**src/rtl/iotrap_pkg.sv**
```systemverilog
package iotrap_pkg;
  localparam int ADDR_W   = 16;
  localparam int REG_W    = 32;
  localparam int NUM_DEV  = 10;
  localparam int NUM_WIN  = 17;
  localparam int STS_BASE = 16;
  localparam int DEV_W    = $clog2(NUM_DEV);

  typedef struct packed {
    logic              arm;
    logic [DEV_W-1:0]  dev;
    logic [ADDR_W-1:0] lo;
    logic [ADDR_W-1:0] hi;
  } win_t;

  function automatic win_t mk_win(input logic arm, input logic [DEV_W-1:0] dev,
                                  input logic [ADDR_W-1:0] base,
                                  input logic [ADDR_W-1:0] len);
    win_t w;
    w.arm = arm;
    w.dev = dev;
    w.lo  = base;
    w.hi  = base + len - 1'b1;
    return w;
  endfunction

  function automatic logic [ADDR_W-1:0] ser_base(input logic [2:0] code);
    logic [ADDR_W-1:0] b;
    case (code)
      3'd0:    b = 16'h03F8;
      3'd1:    b = 16'h02F8;
      3'd2:    b = 16'h0220;
      3'd3:    b = 16'h0228;
      3'd4:    b = 16'h0238;
      3'd5:    b = 16'h02E8;
      3'd6:    b = 16'h0338;
      default: b = 16'h03E8;
    endcase
    return b;
  endfunction
endpackage

```
**src/rtl/iotrap_win_cfg.sv**
```systemverilog
module iotrap_win_cfg
  import iotrap_pkg::*;
#(
  parameter int AW   = ADDR_W,
  parameter int RW   = REG_W,
  parameter int NDEV = NUM_DEV,
  parameter int NWIN = NUM_WIN
) (
  input  logic [RW-1:0]     dev_ctrl,
  input  logic [7:0]        cfg_en,
  input  logic [5:0]        ser_sel,
  input  logic [1:0]        par_sel,
  input  logic [AW-1:0]     prg_a_base,
  input  logic [3:0]        prg_a_mask,
  input  logic [AW-1:0]     prg_b_base,
  input  logic [3:0]        prg_b_mask,
  output win_t [NWIN-1:0]   win_o
);
  localparam int DISK_DEVS = 4;

  logic [NDEV-1:0] ctl_en;
  logic [NDEV-1:0] ctl_unused;

  // Device n is enabled by control bit 2n+1; even bits carry no meaning here.
  for (genvar n = 0; n < NDEV; n++) begin : g_ctl
    assign ctl_en[n]     = dev_ctrl[2*n+1];
    assign ctl_unused[n] = dev_ctrl[2*n];
  end

  // Disk channels: two windows per device, channel picked by device index.
  for (genvar d = 0; d < DISK_DEVS; d++) begin : g_disk
    localparam logic [AW-1:0] MAIN = (d < 2) ? 16'h01F0 : 16'h0170;
    localparam logic [AW-1:0] AUX  = (d < 2) ? 16'h03F6 : 16'h0376;
    assign win_o[2*d]   = mk_win(ctl_en[d], DEV_W'(d), MAIN, 16'd8);
    assign win_o[2*d+1] = mk_win(ctl_en[d], DEV_W'(d), AUX,  16'd1);
  end

  always_comb begin
    win_o[8] = mk_win(ctl_en[4] & cfg_en[0], DEV_W'(4), ser_base(ser_sel[2:0]), 16'd8);
    win_o[9] = mk_win(ctl_en[5] & cfg_en[1], DEV_W'(5), ser_base(ser_sel[5:3]), 16'd8);

    case (par_sel)
      2'd0: begin
        win_o[10] = mk_win(ctl_en[6] & cfg_en[2], DEV_W'(6), 16'h03BC, 16'd4);
        win_o[11] = mk_win(ctl_en[6] & cfg_en[2], DEV_W'(6), 16'h07BC, 16'd3);
      end
      2'd1: begin
        win_o[10] = mk_win(ctl_en[6] & cfg_en[2], DEV_W'(6), 16'h0378, 16'd8);
        win_o[11] = mk_win(ctl_en[6] & cfg_en[2], DEV_W'(6), 16'h0778, 16'd3);
      end
      2'd2: begin
        win_o[10] = mk_win(ctl_en[6] & cfg_en[2], DEV_W'(6), 16'h0278, 16'd8);
        win_o[11] = mk_win(ctl_en[6] & cfg_en[2], DEV_W'(6), 16'h0678, 16'd3);
      end
      default: begin
        win_o[10] = mk_win(1'b0, DEV_W'(6), '0, 16'd1);
        win_o[11] = mk_win(1'b0, DEV_W'(6), '0, 16'd1);
      end
    endcase

    win_o[12] = mk_win(ctl_en[7] & cfg_en[3], DEV_W'(7),
                       prg_a_base & ~{{(AW-4){1'b0}}, prg_a_mask},
                       {{(AW-4){1'b0}}, prg_a_mask} + 1'b1);
    win_o[13] = mk_win(ctl_en[8] & cfg_en[4], DEV_W'(8),
                       prg_b_base & ~{{(AW-4){1'b0}}, prg_b_mask},
                       {{(AW-4){1'b0}}, prg_b_mask} + 1'b1);

    win_o[14] = mk_win(ctl_en[9] & cfg_en[5], DEV_W'(9), 16'h03B0, 16'd48);
    win_o[15] = mk_win(ctl_en[9] & cfg_en[6], DEV_W'(9), 16'h0060, 16'd1);
    win_o[16] = mk_win(ctl_en[9] & cfg_en[7], DEV_W'(9), 16'h0064, 16'd1);
  end


  always_comb begin
    if (par_sel == 2'b11)
      par_off_chk: assert (!win_o[10].arm && !win_o[11].arm);
  end
endmodule

```
**src/rtl/iotrap_window.sv**
```systemverilog
module iotrap_window
  import iotrap_pkg::*;
#(
  parameter int AW = ADDR_W
) (
  input  win_t          win,
  input  logic          valid,
  input  logic [AW-1:0] addr,
  output logic          hit
);
  logic above_lo, below_hi;

  always_comb begin
    above_lo = (addr >= win.lo);
    below_hi = (addr <= win.hi);
    hit      = valid & win.arm & above_lo & below_hi;
  end
endmodule

```
**src/rtl/iotrap_sts.sv**
```systemverilog
module iotrap_sts #(
  parameter int RW    = 32,
  parameter int NDEV  = 10,
  parameter int SBASE = 16
) (
  input  logic            clk,
  input  logic            rst_n,
  input  logic [NDEV-1:0] dev_hit,
  input  logic            clr_we,
  input  logic [RW-1:0]   clr_mask,
  output logic [RW-1:0]   sts_o,
  output logic            smi_o
);
  logic [RW-1:0] sts_q, sts_d, set_vec, clr_vec;
  logic          smi_q, smi_d, sts_ce;

  always_comb begin
    set_vec                 = '0;
    set_vec[SBASE +: NDEV]  = dev_hit;
    clr_vec                 = clr_we ? clr_mask : '0;
    sts_ce                  = clr_we | (|dev_hit);
    sts_d                   = (sts_q & ~clr_vec) | set_vec;
    smi_d                   = |dev_hit;
  end

  always_ff @(posedge clk or negedge rst_n) begin
    if (!rst_n) begin
      sts_q <= '0;
      smi_q <= 1'b0;
    end else begin
      smi_q <= smi_d;
      if (sts_ce) sts_q <= sts_d;
    end
  end

  assign sts_o = sts_q;
  assign smi_o = smi_q;


  sts_sticky_chk: assert property (@(posedge clk) disable iff (!rst_n)
    !clr_we |=> ((sts_q & $past(sts_q)) == $past(sts_q)));


  set_wins_chk: assert property (@(posedge clk) disable iff (!rst_n)
    (|dev_hit) |=> ((sts_q[SBASE +: NDEV] & $past(dev_hit)) == $past(dev_hit)));


  smi_quiet_chk: assert property (@(posedge clk) disable iff (!rst_n)
    !(|dev_hit) |=> !smi_q);
endmodule

```
**src/rtl/iotrap_monitor.sv**
```systemverilog
module iotrap_monitor
  import iotrap_pkg::*;
#(
  parameter int AW    = ADDR_W,
  parameter int RW    = REG_W,
  parameter int NDEV  = NUM_DEV,
  parameter int NWIN  = NUM_WIN,
  parameter int SBASE = STS_BASE
) (
  input  logic          clk,
  input  logic          rst_n,
  input  logic          io_valid,
  input  logic [AW-1:0] io_addr,
  input  logic          io_write,
  input  logic [RW-1:0] dev_ctrl,
  input  logic [7:0]    cfg_en,
  input  logic [5:0]    cfg_ser_sel,
  input  logic [1:0]    cfg_par_sel,
  input  logic [AW-1:0] cfg_prg_a_base,
  input  logic [3:0]    cfg_prg_a_mask,
  input  logic [AW-1:0] cfg_prg_b_base,
  input  logic [3:0]    cfg_prg_b_mask,
  input  logic          sts_clr_we,
  input  logic [RW-1:0] sts_clr_mask,
  output logic [RW-1:0] dev_sts,
  output logic          smi_req
);
  logic [1:0]       rst_pipe;
  logic             rst_int_n;
  win_t [NWIN-1:0]  win_tab;
  logic [NWIN-1:0]  win_hit;
  logic [NDEV-1:0]  dev_hit;
  logic             dir_unused;

  // Asynchronous assertion, synchronous release.
  always_ff @(posedge clk or negedge rst_n) begin
    if (!rst_n) rst_pipe <= '0;
    else        rst_pipe <= {rst_pipe[0], 1'b1};
  end
  assign rst_int_n  = rst_pipe[1];
  assign dir_unused = io_write;

  iotrap_win_cfg #(.AW(AW), .RW(RW), .NDEV(NDEV), .NWIN(NWIN)) u_cfg (
    .dev_ctrl   (dev_ctrl),
    .cfg_en     (cfg_en),
    .ser_sel    (cfg_ser_sel),
    .par_sel    (cfg_par_sel),
    .prg_a_base (cfg_prg_a_base),
    .prg_a_mask (cfg_prg_a_mask),
    .prg_b_base (cfg_prg_b_base),
    .prg_b_mask (cfg_prg_b_mask),
    .win_o      (win_tab)
  );

  for (genvar w = 0; w < NWIN; w++) begin : g_win
    iotrap_window #(.AW(AW)) u_win (
      .win   (win_tab[w]),
      .valid (io_valid),
      .addr  (io_addr),
      .hit   (win_hit[w])
    );
  end

  // Fold window hits onto their owning devices.
  always_comb begin
    dev_hit = '0;
    for (int w = 0; w < NWIN; w++) begin
      if (win_hit[w] && (int'(win_tab[w].dev) < NDEV))
        dev_hit[win_tab[w].dev] = 1'b1;
    end
  end

  iotrap_sts #(.RW(RW), .NDEV(NDEV), .SBASE(SBASE)) u_sts (
    .clk      (clk),
    .rst_n    (rst_int_n),
    .dev_hit  (dev_hit),
    .clr_we   (sts_clr_we),
    .clr_mask (sts_clr_mask),
    .sts_o    (dev_sts),
    .smi_o    (smi_req)
  );


  smi_idle_chk: assert property (@(posedge clk) disable iff (!rst_int_n)
    !io_valid |=> !smi_req);


  ctl_gate_chk: assert property (@(posedge clk) disable iff (!rst_int_n)
    (io_valid && (dev_ctrl == '0)) |=> !smi_req);


  write_trap_chk: assert property (@(posedge clk) disable iff (!rst_int_n)
    (io_valid && io_write && (|dev_hit)) |=> smi_req);
endmodule

```
**config.mk**
```make
export PLATFORM = sky130hd
export DESIGN_NAME = iotrap_monitor
export DESIGN_NICKNAME = d
export VERILOG_FILES = /design/src/rtl/iotrap_pkg.sv /design/src/rtl/iotrap_win_cfg.sv /design/src/rtl/iotrap_window.sv /design/src/rtl/iotrap_sts.sv /design/src/rtl/iotrap_monitor.sv
export SDC_FILE = /design/constraint.sdc
export NUM_CORES = 1
export LEC_CHECK = 0
export BUFFER_PORTS_ARGS = -buffer_cell sky130_fd_sc_hd__buf_2
export CAP_MARGIN = 20
export CORE_ASPECT_RATIO = 0.75
export CORE_MARGIN = 1.5
export CORE_UTILIZATION = 48
export CTS_BUF_LIST = sky130_fd_sc_hd__clkbuf_4
export DETAILED_ROUTE_END_ITERATION = 16
export MAX_ROUTING_LAYER = met4
export PLACE_DENSITY = 0.73
export SLEW_MARGIN = 25
export SYNTH_ARGS = -nofsm -noshare
export SYNTH_HDL_FRONTEND = slang
export SYNTH_SLANG_ARGS = --single-unit
```
**constraint.sdc**
```tcl
create_clock -name clk -period 1.8 [get_ports clk]
set_clock_uncertainty 0.05 [all_clocks]
set_input_delay 0 -clock clk [delete_from_list [all_inputs] [get_ports clk]]
set_output_delay 0 -clock clk [all_outputs]
set_load 0.05 [all_outputs]
```
==> implementation parameters <==
Parameter                              Value

Worst hold path
  Type of the tightest min-delay check ... reg -> async

Die
  Floorplan core area ... 11000 sq um
  Initial core utilization ... 0.499
  Count of boundary I/O pins ... 174
  Num rows ... 33
  DIE HEIGHT ... 95.7 um
  Total Die Area ... 12100 sq um
  Width of the chip ... 127 um

Synth
  Post-synthesis sequential element count ... 35
  Most used DFF post-synth ... dfrtp_1
  Share of the yosys chip area belonging to registers ... 0.159
  Synthesis warning total ... 0
  Total standard cell area after synthesis ... 5500 sq um
  Post-synth EDFFs ... 0
  Post-synthesis net count ... 933
  Count of cell types in the netlist ... 64
  Count of mapped cells out of synthesis ... 648
  Synth async-reset ratio ... 1.00
  Synthesized area per cell ... 8.48 sq um

CTS
  CTS Buf Count ... 5
  H-Tree Level Count ... 2
  Deepest clock path buffer count ... 2
  CTS tree ... built
  Worst-path clk slew ... 0.10 ns
  Later-pin clock latency in the skew report ... 0.33 ns
  CTS sink cnt ... 35
  CTS root buffer ... clkbuf_4

GRT
  Wire length of the first global-routing pass ... 30800 um
  Global-route congestion overflow total ... 0
  Total routing usage reported by global routing ... 0.326
  Antenna violations before repair ... 0
  Number of global-route vias before repair ... 6535
  Maximum number of pins on one net before global-route repair ... 33

Routing
  Number of violations reported at the end of detailed-routing iteration 0 ... 369
  Post-DR wirelength/cell ... 17.1 um
  Final antenna-violating net count ... 0
  Number of optimization iterations in the first detailed-route pass ... 5
  Final wirelength ... 19800 um
  Avg Vias per Cell ... 5.61
  Number of DRC violations after detailed routing ... 0
  Total vias in the final route ... 6518

Layout
  Final Net Count ... 1305
  Fin area ... 8730 sq um
  Area growth syn-to-layout ... 58.8%
  Share of post-route cells with drive strength above 1 ... 0.421
  Layout Utilization ... 0.792

Timing
  RSZ-0062 raised after global routing ... yes
  Count of final max-slew check failures ... 0
  Final period util ... 2.01
  Post-route minimum period ... 3.62 ns
  TNS Setup ... -5.36 ns
  Worst setup margin ... -1.82 ns
  Final hold violations ... 0
  Number of endpoints failing setup at the final stage ... 4
  Hold WS ... 0.0291 ns
  Fmax achieved ... 0.277 GHz

Worst setup path
  Critical path's most frequent cell ... inv_1
  Element type at the critical path end ... flop
  Arrival time of data at the critical path endpoint ... 3.83 ns
  Critical path startpoint category ... input port
  Delay-heaviest family, CP ... compound AO/OA/AOI/OAI gates
  Critical path class ... in -> reg
  Critical path buffers and inverters ... 5
  Standard cell with the maximum stage delay on the critical path ... a211o_4
  Worst Path Max Fanout ... 3
  Critical-path cell list ... buf_6 -> ha_4 -> inv_1 -> ha_1 -> inv_1 -> ha_2 -> inv_1 -> fa_2 -> nor2b_2 -> o31a_1 -> buf_4 -> o21a_1 -> a21oi_2 -> xor2_1 -> ha_1 -> a21o_1 -> a221o_1 -> a221oi_2 -> o21ai_1 -> a211o_4 -> nand4_1
  Critical path data required time ... 2.02 ns
  Maximum cell stage delay along the critical path ... 0.37 ns

Flow run
  Max cap viols ... 0

Placement
  Global placement routability congestion ... 0.962
  Count of buffers from port buffering ... 150
  Post-detailed-placement half-perimeter wirelength ... 14900 um
  Post-DP Area ... 7790 sq um

Pwr
  Total power per unit cell area ... 448 nW/um^2
  Final Total Pwr ... 3.91 mW
  LEAKAGE ... 4.59 nW
  Worst ir drop on vdd ... 0.289 mV

Run status
  Violated checks ... negative setup slack
  Result of the run ... finished, violations left
[through the flow]
stage	instances	worst slack [ns]
after floorplan	648	-1.77
after global placement	1102	-2.06
after detailed placement	1102	-2.19
after CTS	1158	-1.76
after global routing	1161	-1.92
final	1162	-1.82
[logic make-up after synthesis]
logic type	share of synthesized area
AO/OA/AOI/OAI	0.227
other	0.000682
XOR/XNOR	0.0542
flip-flops	0.159
adder cells (fa/ha/maj)	0.330
multiplexers	0.00205
buffers and inverters	0.0512
AND/OR/NAND/NOR	0.175
[metal layers]
metal / share of wire / GRT usage / vias to the layer above
met5: 0 / - / -
met4: 0.025 / 0.0843 / 0
met3: 0.073 / 0.0516 / 58
met2: 0.48 / 0.570 / 254
met1: 0.42 / 0.396 / 3059
li1: - / - / 3147
[cells in the mapped netlist (12+ instances only)]
master	number	area (sq um)
a21o_1	18	135
xor2_1	26	228
nand4_1	19	119
nand2_1	43	161
o21ai_0	27	135
nand3_1	21	105
nand2b_1	13	81.3
ha_1	142	1780
nor3_1	18	90.1
inv_1	67	251
dfrtp_1	35	876
a211oi_1	12	90.1
nor2_1	26	97.6
a21boi_0	23	173
a21oi_1	31	155
[registers in the layout, indices dropped and copies added, names as in the netlist]
signal       count
rst_pipe         2
u_sts.smi_o      1
u_sts.sts_o     32
[worst paths after layout]
check	slack, ns	end	from	cells after the start
worst max-delay path	-1.82	u_sts.smi_o$_DFF_PN0_	cfg_prg_a_mask[1]	21
worst min-delay path	0.03	u_sts.sts_o[21]$_DFFE_PN0P_	rst_pipe[1]$_DFF_PN0_	0
worst max register to register	1.02	u_sts.sts_o[19]$_DFFE_PN0P_	u_sts.sts_o[19]$_DFFE_PN0P_	1
worst min register to register	0.03	u_sts.sts_o[21]$_DFFE_PN0P_	rst_pipe[1]$_DFF_PN0_	0
max in group asynchronous	1.06	u_sts.sts_o[7]$_DFFE_PN0P_	rst_pipe[1]$_DFF_PN0_	1
min in group clk	0.03	u_sts.sts_o[23]$_DFFE_PN0P_	cfg_en[3]	4
[layout by cell type (no fill, tap or decap), types with 4 or more instances in the layout]
cell type / count
nand2_1: 38
xnor2_1: 6
dlygate4sd3_1: 38
and3_1: 4
a21o_1: 18
ha_2: 6
nand4_1: 19
inv_1: 60
a21oi_2: 9
nand3_1: 19
o21ai_2: 5
a31oi_1: 11
nor3_1: 15
a21oi_1: 22
or2_2: 5
nor2b_1: 8
inv_2: 7
buf_4: 181
buf_2: 142
ha_1: 123
ha_4: 13
a21boi_0: 23
nand2b_1: 12
o31a_1: 4
nor2_1: 26
a211oi_1: 11
xor2_1: 23
o21ai_0: 21
dfrtp_1: 35
clkbuf_4: 8
nand2_2: 6
o21a_1: 11
o211ai_1: 7
[report_power, final]
part | switching (mW) | leakage, nW | internal [mW]
clock network | 0.251 | 0.0307 | 0.160
registers | 0.00581 | 0.484 | 0.795
logic | 1.32 | 4.08 | 1.37
[area by class of cell]
cell class	count	area, sq um
diodes	1	2.50
clock buffers	6	45.0
clock inverters	2	7.51
fillers	693	2300
inverters	67	251
multi-input cells	541	4790
flip-flops and latches	35	876
well taps	140	175
repair buffers	370	2580
[timing repair]
action / CTS / global route
pin swaps: 46 / 30
endpoints found under the setup margin: 6 / 6
buffers inserted: 11 / 3
endpoints found under the hold margin: 34 / 0
resized for setup: 51 / 35
hold buffers: 38 / 0
cloned: 0 / 0
Note: power is estimated with default switching activity, not from simulation.
